===== config.mk =====
export PLATFORM = sky130hd
export DESIGN_NAME = cpu8_core
export DESIGN_NICKNAME = d
export VERILOG_FILES = /design/src/rtl/cpu8_pkg.sv /design/src/rtl/cpu8_decode.sv /design/src/rtl/cpu8_pc.sv /design/src/rtl/cpu8_core.sv
export SDC_FILE = /design/constraint.sdc
export NUM_CORES = 1
export LEC_CHECK = 0
export BUFFER_PORTS_ARGS = -buffer_cell sky130_fd_sc_hd__buf_2
export CAP_MARGIN = 20
export CELL_PAD_IN_SITES_DETAIL_PLACEMENT = 0
export CELL_PAD_IN_SITES_GLOBAL_PLACEMENT = 2
export CORE_UTILIZATION = 34
export CTS_CLUSTER_DIAMETER = 30
export DETAILED_ROUTE_END_ITERATION = 12
export PLACE_DENSITY = 0.87
export SYNTH_ARGS = -nofsm -noshare
export SYNTH_HDL_FRONTEND = slang
export SYNTH_SLANG_ARGS = --single-unit

===== constraint.sdc =====
create_clock -name clk -period 3.3 [get_ports clk]
set_input_delay 0.33 -clock clk [delete_from_list [all_inputs] [get_ports clk]]
set_output_delay 0.33 -clock clk [all_outputs]
set_load 0.01 [all_outputs]

===== src/rtl/cpu8_pkg.sv =====
package cpu8_pkg;

    parameter int AW = 16;
    parameter int DW = 8;

    typedef logic [AW-1:0] addr_t;
    typedef logic [DW-1:0] byte_t;

    localparam logic [2:0] OP_LOAD   = 3'b101;
    localparam logic [1:0] GRP_ONE   = 2'b01;
    localparam logic [2:0] MODE_IMM  = 3'b010;
    localparam logic [2:0] MODE_PZ   = 3'b001;
    localparam byte_t      OPC_JUMP  = 8'h4C;

    typedef struct packed {
        logic [2:0] op;
        logic [2:0] mode;
        logic [1:0] grp;
    } opfields_t;

    typedef enum logic [2:0] {
        ST_FETCH,
        ST_DECODE,
        ST_OPER1,
        ST_DATA,
        ST_OPER2
    } state_e;

    typedef enum logic [1:0] {
        K_NONE,
        K_LD_IMM,
        K_LD_PZ,
        K_JUMP
    } kind_e;

    function automatic kind_e classify(input byte_t b);
        opfields_t f;
        kind_e     k;
        f = opfields_t'(b);
        k = K_NONE;
        if (b == OPC_JUMP) begin
            k = K_JUMP;
        end else if (f.grp == GRP_ONE && f.op == OP_LOAD) begin
            case (f.mode)
                MODE_IMM: k = K_LD_IMM;
                MODE_PZ:  k = K_LD_PZ;
                default:  k = K_NONE;
            endcase
        end
        return k;
    endfunction

    function automatic addr_t inst_len(input kind_e k);
        case (k)
            K_LD_IMM, K_LD_PZ: return addr_t'(2);
            K_JUMP:            return addr_t'(3);
            default:           return addr_t'(1);
        endcase
    endfunction

endpackage


===== src/rtl/cpu8_decode.sv =====
module cpu8_decode
    import cpu8_pkg::*;
(
    input  byte_t opcode,
    output kind_e kind,
    output addr_t length
);
    always_comb begin
        kind   = classify(opcode);
        length = inst_len(kind);
    end
endmodule


===== src/rtl/cpu8_pc.sv =====
module cpu8_pc
    import cpu8_pkg::*;
#(
    parameter addr_t RESET_PC = addr_t'(16'h0200)
) (
    input  logic  clk,
    input  logic  rst,
    input  logic  load_en,
    input  addr_t load_val,
    input  logic  step_en,
    input  addr_t step_len,
    output addr_t pc
);
    always_ff @(posedge clk) begin
        if (rst) begin
            pc <= RESET_PC;
        end else if (load_en) begin
            pc <= load_val;
        end else if (step_en) begin
            pc <= pc + step_len;
        end
    end
endmodule


===== src/rtl/cpu8_core.sv =====
module cpu8_core
    import cpu8_pkg::*;
#(
    parameter addr_t RESET_PC = addr_t'(16'h0200)
) (
    input  logic        clk,
    input  logic        rst,
    output logic [15:0] mem_addr,
    output logic        mem_rd,
    input  logic [7:0]  mem_rdata,
    output logic [7:0]  acc,
    output logic        illegal_op
);
    localparam int PAD = AW - DW;

    state_e state_q, state_d;
    kind_e  kind_q, kind_now;
    byte_t  lo_q;
    byte_t  acc_q;
    addr_t  pc_q;
    addr_t  len_now;

    logic   acc_we;
    logic   pc_load, pc_step;
    addr_t  pc_load_val, pc_step_len;

    cpu8_decode dec_i (
        .opcode (mem_rdata),
        .kind   (kind_now),
        .length (len_now)
    );

    cpu8_pc #(.RESET_PC(RESET_PC)) pc_i (
        .clk      (clk),
        .rst      (rst),
        .load_en  (pc_load),
        .load_val (pc_load_val),
        .step_en  (pc_step),
        .step_len (pc_step_len),
        .pc       (pc_q)
    );

    always_comb begin
        state_d     = state_q;
        mem_rd      = 1'b0;
        mem_addr    = pc_q;
        illegal_op  = 1'b0;
        acc_we      = 1'b0;
        pc_load     = 1'b0;
        pc_load_val = pc_q;
        pc_step     = 1'b0;
        pc_step_len = inst_len(kind_q);
        case (state_q)
            ST_FETCH: begin
                mem_rd  = 1'b1;
                state_d = ST_DECODE;
            end
            ST_DECODE: begin
                if (kind_now == K_NONE) begin
                    illegal_op  = 1'b1;
                    pc_step     = 1'b1;
                    pc_step_len = len_now;
                    state_d     = ST_FETCH;
                end else begin
                    mem_rd   = 1'b1;
                    mem_addr = pc_q + addr_t'(1);
                    state_d  = ST_OPER1;
                end
            end
            ST_OPER1: begin
                case (kind_q)
                    K_LD_IMM: begin
                        acc_we  = 1'b1;
                        pc_step = 1'b1;
                        state_d = ST_FETCH;
                    end
                    K_LD_PZ: begin
                        mem_rd   = 1'b1;
                        mem_addr = {{PAD{1'b0}}, mem_rdata};
                        state_d  = ST_DATA;
                    end
                    K_JUMP: begin
                        mem_rd   = 1'b1;
                        mem_addr = pc_q + addr_t'(2);
                        state_d  = ST_OPER2;
                    end
                    default: state_d = ST_FETCH;
                endcase
            end
            ST_DATA: begin
                acc_we  = 1'b1;
                pc_step = 1'b1;
                state_d = ST_FETCH;
            end
            ST_OPER2: begin
                pc_load     = 1'b1;
                pc_load_val = {mem_rdata, lo_q};
                state_d     = ST_FETCH;
            end
            default: state_d = ST_FETCH;
        endcase
    end

    always_ff @(posedge clk) begin
        if (rst) begin
            state_q <= ST_FETCH;
            kind_q  <= K_NONE;
            lo_q    <= '0;
            acc_q   <= '0;
        end else begin
            state_q <= state_d;
            if (state_q == ST_DECODE) kind_q <= kind_now;
            if (state_q == ST_OPER1)  lo_q   <= mem_rdata;
            if (acc_we)               acc_q  <= mem_rdata;
        end
    end

    assign acc = acc_q;

endmodule


### Word-level counts from Yosys, hierarchy flattened

Cells that the tools add are included.

* flip-flop bits (word level): 37
* input port bits: 10
* output and inout bits: 26
* word-level logic and storage cells: 57

* add/subtract/negate cells: 3
* equal/unequal tests: 16
* multiplexer cells: 25
* reduce and logical (&&, ||, !) cells: 8

Operators by type and width (number)
* 2-to-1 mux 16 bit: 6
* case mux 16 bit (2 select lines): 2
* adder 16 x 1 -> 16 bit, second input constant: 1
* adder 16 bit: 1
* adder 16 x 2 -> 16 bit, second input constant: 1
* case mux 2 bit (2 select lines): 3
* equality test 3 x 2 -> 1 bit, second input constant: 3
* case mux 3 bit (3 select lines): 1
* equality test 2 bit, second input constant: 4
* equality test 8 x 7 -> 1 bit, second input constant: 1
* equality test 2 x 1 -> 1 bit, second input constant: 3
* equality test 3 x 1 -> 1 bit, second input constant: 2
* equality test 3 bit, second input constant: 2
* 2-to-1 mux 1 bit: 6
* 2-to-1 mux 2 bit: 3
* case mux 1 bit (3 select lines): 2
* case mux 3 bit (2 select lines): 1
* OR reduction 2 bit: 3
* logical NOT 3 bit: 1
* logical NOT 2 bit: 1
* != test 2 bit, second input constant: 1
* case mux 1 bit (2 select lines): 1
* AND reduction 2 bit: 1
* nonzero test 2 bit: 1
* logical AND 1 bit: 1

### Depth between registers and ports, before layout

* depth in word-level cells: 12
* mapped depth: 14
* depth with buffers taken out: 14

### Hierarchy

Synthesis repeated with hierarchy kept, for this count alone.

* cells, all modules: 499
* area total of the unflattened synthesis: 3759.9 µm²

By module, submodules not included
* cpu8_core: instances 1, cells each 268, area each 1986.9 µm², sequential area each 420.4 µm²
* cpu8_pc: instances 1, cells each 202, area each 1571.5 µm², sequential area each 320.3 µm²
* cpu8_decode: instances 1, cells each 29, area each 201.4 µm², sequential area each 0.0 µm²

### Worst setup path before layout

OpenSTA, ideal clock, no wires.

* path type: input -> register
* start point: input port mem_rdata[1]
* end point: register pc_i.pc[10]
* setup time: 74 ps
* data arrival time: 2909 ps
* data required time: 3226 ps
* slack: 316 ps
* stages: 14
* buffers on the path: 0
* cells stage by stage: nand4b_1 > nor3b_1 > mux2i_1 > or2_2 > ha_1 > inv_1 > nor2_1 > mux2i_1 > ha_1 > fa_1 > nand3_1 > or3_1 > or3_1 > a31oi_1

* longest elaborated chain between the ends: 12
* elaborated cells on any way between the ends: 20
* classes of those cells: add/sub: 1; eq/ne: 5; mux: 9; reduce/logical: 5

RTL lines
* start: declaration: RTL line cpu8_core.sv:10 `input logic [7:0] mem_rdata,`
* equality test 2 x 1 -> 1 bit: RTL line cpu8_pkg.sv:43 `end else if (f.grp == GRP_ONE && f.op == OP_LOAD) begin`
* logical AND 1 bit: RTL line cpu8_pkg.sv:43
* 2-to-1 mux 2 bit: RTL line cpu8_pkg.sv:43
* 2-to-1 mux 2 bit *: RTL line cpu8_pkg.sv:41 `if (b == OPC_JUMP) begin`
* equality test 2 x 1 -> 1 bit / equality test 2 bit (equally long branches): RTL line cpu8_pkg.sv:54 `case (k)`
* OR reduction 2 bit: RTL line cpu8_pkg.sv:54
* case mux 2 bit (2 select lines): RTL line cpu8_pkg.sv:54
* 2-to-1 mux 16 bit: RTL line cpu8_core.sv:59 `if (kind_now == K_NONE) begin`
* 2-to-1 mux 16 bit: RTL line cpu8_core.sv:53 `case (state_q)`
* adder 16 bit: RTL line cpu8_pc.sv:20 `pc <= pc + step_len;`
* 2-to-1 mux 16 bit: RTL line cpu8_pc.sv:19 `end else if (step_en) begin`
* 2-to-1 mux 16 bit: RTL line cpu8_pc.sv:17 `end else if (load_en) begin`
* end signal: assignment: RTL line cpu8_pc.sv:18 `pc <= load_val;`
* end signal: assignment: RTL line cpu8_pc.sv:20
* end: declaration: RTL line cpu8_pc.sv:12 `output addr_t pc`

Every way passes the cells marked *; elsewhere a longest branch is shown, timed or not. The select of a mux whose other input is x is not followed.
A chain may end at the register's enable or synchronous reset.

### Final worst setup path

* start point: input port mem_rdata[5]
* end point: output port mem_addr[8]

* longest elaborated chain between the ends: 7
* elaborated cells on any way between the ends: 8
* classes of those cells: eq/ne: 2; mux: 4; reduce/logical: 2

RTL lines
* equality test 3 bit: RTL line cpu8_pkg.sv:43
* logical AND 1 bit: RTL line cpu8_pkg.sv:43
* 2-to-1 mux 2 bit: RTL line cpu8_pkg.sv:43
* 2-to-1 mux 2 bit *: RTL line cpu8_pkg.sv:41
* logical NOT 2 bit *: RTL line cpu8_core.sv:59
* 2-to-1 mux 16 bit *: RTL line cpu8_core.sv:59
* case mux 16 bit (2 select lines) *: RTL line cpu8_core.sv:53
* end: declaration: RTL line cpu8_core.sv:8 `output logic [15:0] mem_addr,`

Every way passes the cells marked *; elsewhere a longest branch is shown, timed or not.

==> impl_metrics.yaml <==
run_status:
  outcome: "completed"
synthesis:
  synthSimpleGateAreaFrac_pct: 28.4
  synth_xor_xnor_area_share_pct: 0.629
  syn_nets: 383
  post_synth_inst_count: 362
  synth_adder_area_share_pct: 5.21
  post_synth_num_cell_types: 65
  yosys_most_used_dff: "sky130_fd_sc_hd__dfxtp_1"
  ys_warn_count: 0
  synth_edf_count: 0
  syn_area_per_cell_sq_um: 7.70
  share_of_the_synthesized_area_in_compound_gates_ao_oa_aoi_oai_pct: 26.7
  synth.cell_area_sq_um: 2790
  seq_area_frac_synth_pct: 26.6
  synth_mux_area_share_pct: 6.56
  synth.ff_latch_count: 37
  synth_async_sr_flop_share_pct: 0
  synth_top_family_by_area: "simple AND/OR/NAND/NOR gates"
die:
  num_rows: 32
  core_footprint_sq_um: 7810
  die_width_um: 92.5
  initial_utilization_pct: 35.7
  dieArea_sq_um: 8560
  chipHeight_um: 92.5
  top_level_ports: 36
setup_path:
  regToRegSetupSlack_ps: 560
  timing.rr.start: "state_q[2]"
  critical_path_required_ps: 2970
  cp-end-kind: "primary output"
  cp_cell_sequence: "buf_2 > nand4bb_1 > nor3_1 > mux2i_1 > or2_2 > ha_1 > buf_4 > nand4b_1 > buf_4 > nor3_1 > mux2_1 > o21ai_1 > buf_2"
  rr_endpoint: "pc_i.pc[10]"
  worstPathMaxFanout: 6
  crit_path_top_delay_cell: "sky130_fd_sc_hd__mux2_1"
  critPathArrivalTime_ps: 2760
  crit_type: "primary input to primary output"
  reg2reg_depth: 9
  critPathTopFamily: "simple AND/OR/NAND/NOR gates"
  start_kind: "primary input"
  critPathMaxStageDelay_ps: 340
  timing.critical_path.buf_inv: 4
final_layout:
  final_layout_size_suffix_gt1_share_pct: 18.3
  final_nets: 420
  insertedDiodeCount: 0
  finalInstanceArea_sq_um: 3260
  syn_to_final_growth_pct: 16.9
  most_frequent_cells_in_the_layout: "sky130_fd_sc_hd__nand2_1 (43), sky130_fd_sc_hd__dfxtp_1 (37), sky130_fd_sc_hd__buf_2 (35)"
  leading_cell_type_in_the_layout_fill_and_taps_excluded: "sky130_fd_sc_hd__nand2_1"
global_route:
  grt_first_pass_wirelength_um: 15000
  grt_pass1_vias: 2802
  total_global_routing_overflow: 0
  antenna_found_initial: 0
  largest_net_degree_at_the_start_of_global_routing: 42
  grt_use_total_pct: 22.7
pwr:
  power.switching_fraction_pct: 25.6
  power.net_switching_mw: 0.245
  powerDensity_nw_per_um2: 294
  max-vdd-ir-drop_mv: 0.201
  internal_power_mw: 0.711
  power_frac_comb_pct: 10.0
  clockPowerShare_pct: 42.2
  power.static_leakage_nw: 1.21
  sequentialPowerShare_pct: 47.8
placement:
  gp_congestion: 0.893
  io_buffer_count: 35
  placed_cell_area_sq_um: 3120
  detailed_place_hpwl_um: 6910
route:
  routed_wire_length_per_instance_um: 19.0
  drc: 0
  dr.first_iter.drc_count: 221
  firstDrtPassIters: 5
  ant_nets: 0
  finalWirelength_um: 9540
  via_count: 2984
  viasPerCell: 5.94
clock_tree:
  worstSkewPairLatency_ps: 290
  postCtsHoldBufs: 0
  cts_made_buffers: 5
  cts_htree_levels: 2
  cts-root-to-sink-buffers: 2
  clk_pin_slew_ps: 80
  cts_tree: "yes"
  cts_root_buffer: "sky130_fd_sc_hd__clkbuf_8"
  clk_sinks: 37
sta:
  fmax_mhz: 323
  final.period_utilization_pct: 93.8
  timing.final.max_slew_violations: 0
  max_slew_margin_pct: 35.2
  finalSetupTns_ps: 0
  setup_repair_after_global_routing_missed_its_margin: "false"
  finalWorstPathRequiredPeriod_ps: 3090
  finalHoldViolCount: 0
  timing.final.setup_violations: 0
  tightestPinTransition_ps: 972
  clock-skew-final_ps: 8.12
hold_path:
  hp-start: "mem_rdata[1]"
  hold-path-endpoint: "lo_q[1]"
  hold-path-cell-count: 3
  hold_path_class: "primary input to flip-flop"
job:
  maxCapViolations: 0
==> per-stage QoR <==
step	power (mW)	worst slack (ps)	utilization, %	instances	hold slack [ps]
global placement	0.562	92.0	40.0	492	445
floorplan	0.516	316	-	362	422
CTS	0.967	94.8	41.4	500	308
global route	0.999	26.5	41.7	502	302
finish	0.957	205	41.7	502	314
detailed placement	0.562	61.4	40.0	492	447
==> logic make-up after synthesis <==
kind of cell,Yosys count
adder cells (fa/ha/maj),11
buffers and inverters,41
flip-flops,37
AO/OA/AOI/OAI,105
multiplexers,18
XOR/XNOR,2
AND/OR/NAND/NOR,148
==> worst max-delay path by stage <==
| stage | startpoint | end | slack (ps) | cells past startpoint |
|---|---|---|---|---|
| after floorplan | mem_rdata[1] | pc_i.pc[10] | 320 | 14 |
| after global placement | mem_rdata[5] | pc_i.pc[10] | 90 | 15 |
| after detailed placement | mem_rdata[1] | pc_i.pc[10] | 60 | 15 |
| after CTS | mem_rdata[1] | mem_addr[8] | 90 | 12 |
| after global routing | mem_rdata[5] | mem_addr[8] | 30 | 13 |
| final | mem_rdata[5] | mem_addr[8] | 210 | 13 |
==> layer usage <==
| layer | up-vias | track usage [%] | share of wire, % |
|---|---|---|---|
| li1 | 1427 | - | - |
| met1 | 1406 | 31.6 | 47 |
| met2 | 137 | 36.2 | 45 |
| met3 | 14 | 3.69 | 6.9 |
| met4 | 0 | 6.12 | 1.4 |
| met5 | - | 0 | 0 |
==> Yosys cell counts, types with 6 or more instances <==
library cell               count  share of area [%]
sky130_fd_sc_hd__o211ai_1      6                1.6
sky130_fd_sc_hd__nand4_1       8                1.8
sky130_fd_sc_hd__dfxtp_1      37                 27
sky130_fd_sc_hd__clkbuf_1     16                2.2
sky130_fd_sc_hd__nand3b_1      6                1.6
sky130_fd_sc_hd__nand3_1      11                2.0
sky130_fd_sc_hd__buf_2         9                1.6
sky130_fd_sc_hd__inv_1        14                1.9
sky130_fd_sc_hd__a22oi_1       7                1.9
sky130_fd_sc_hd__mux2i_1      16                5.7
sky130_fd_sc_hd__o21ai_1       6                1.1
sky130_fd_sc_hd__a21oi_1      22                4.0
sky130_fd_sc_hd__nor3_1        9                1.6
sky130_fd_sc_hd__ha_1         10                4.5
sky130_fd_sc_hd__nand2_1      43                5.8
sky130_fd_sc_hd__nor2_1       27                3.6
sky130_fd_sc_hd__a211oi_1      9                2.4
sky130_fd_sc_hd__o21ai_0       7                1.3
==> power by group through the flow <==
stage	sequential (mW)	combinational [mW]	clock [mW]
global route	0.458	0.106	0.435
floorplan	0.465	0.0505	0
CTS	0.457	0.0950	0.416
finish	0.457	0.0961	0.404
global placement	0.467	0.0945	0
detailed placement	0.467	0.0944	0
==> sequential cells by signal, summed over array words and instances (netlist names) <==
register	count
pc_i.pc	16
acc	8
lo_q	8
state_q	3
kind_q	2
==> final cells by class <==
cell class                      instances  area (sq um)
Clock buffer                            6          72.6
Clock inverter                          2          38.8
Fill cell                             810          4550
Inverter                               15          56.3
Multi-Input combinational cell        284          1890
Sequential cell                        37           741
Tap cell                              102           128
Timing Repair Buffer                   56           333
==> worst min-delay path, cell delays in order <==
cell	delay (ps)
sky130_fd_sc_hd__buf_2	110
sky130_fd_sc_hd__nand2_1	60
sky130_fd_sc_hd__a21oi_1	50
==> what timing repair did <==
| action | in CTS | in global routing |
|---|---|---|
| buffers inserted | 0 | 2 |
| endpoints found under the setup margin | 0 | 7 |
| gates resized for setup | 0 | 2 |
Note: power is estimated with default switching activity, not from simulation.
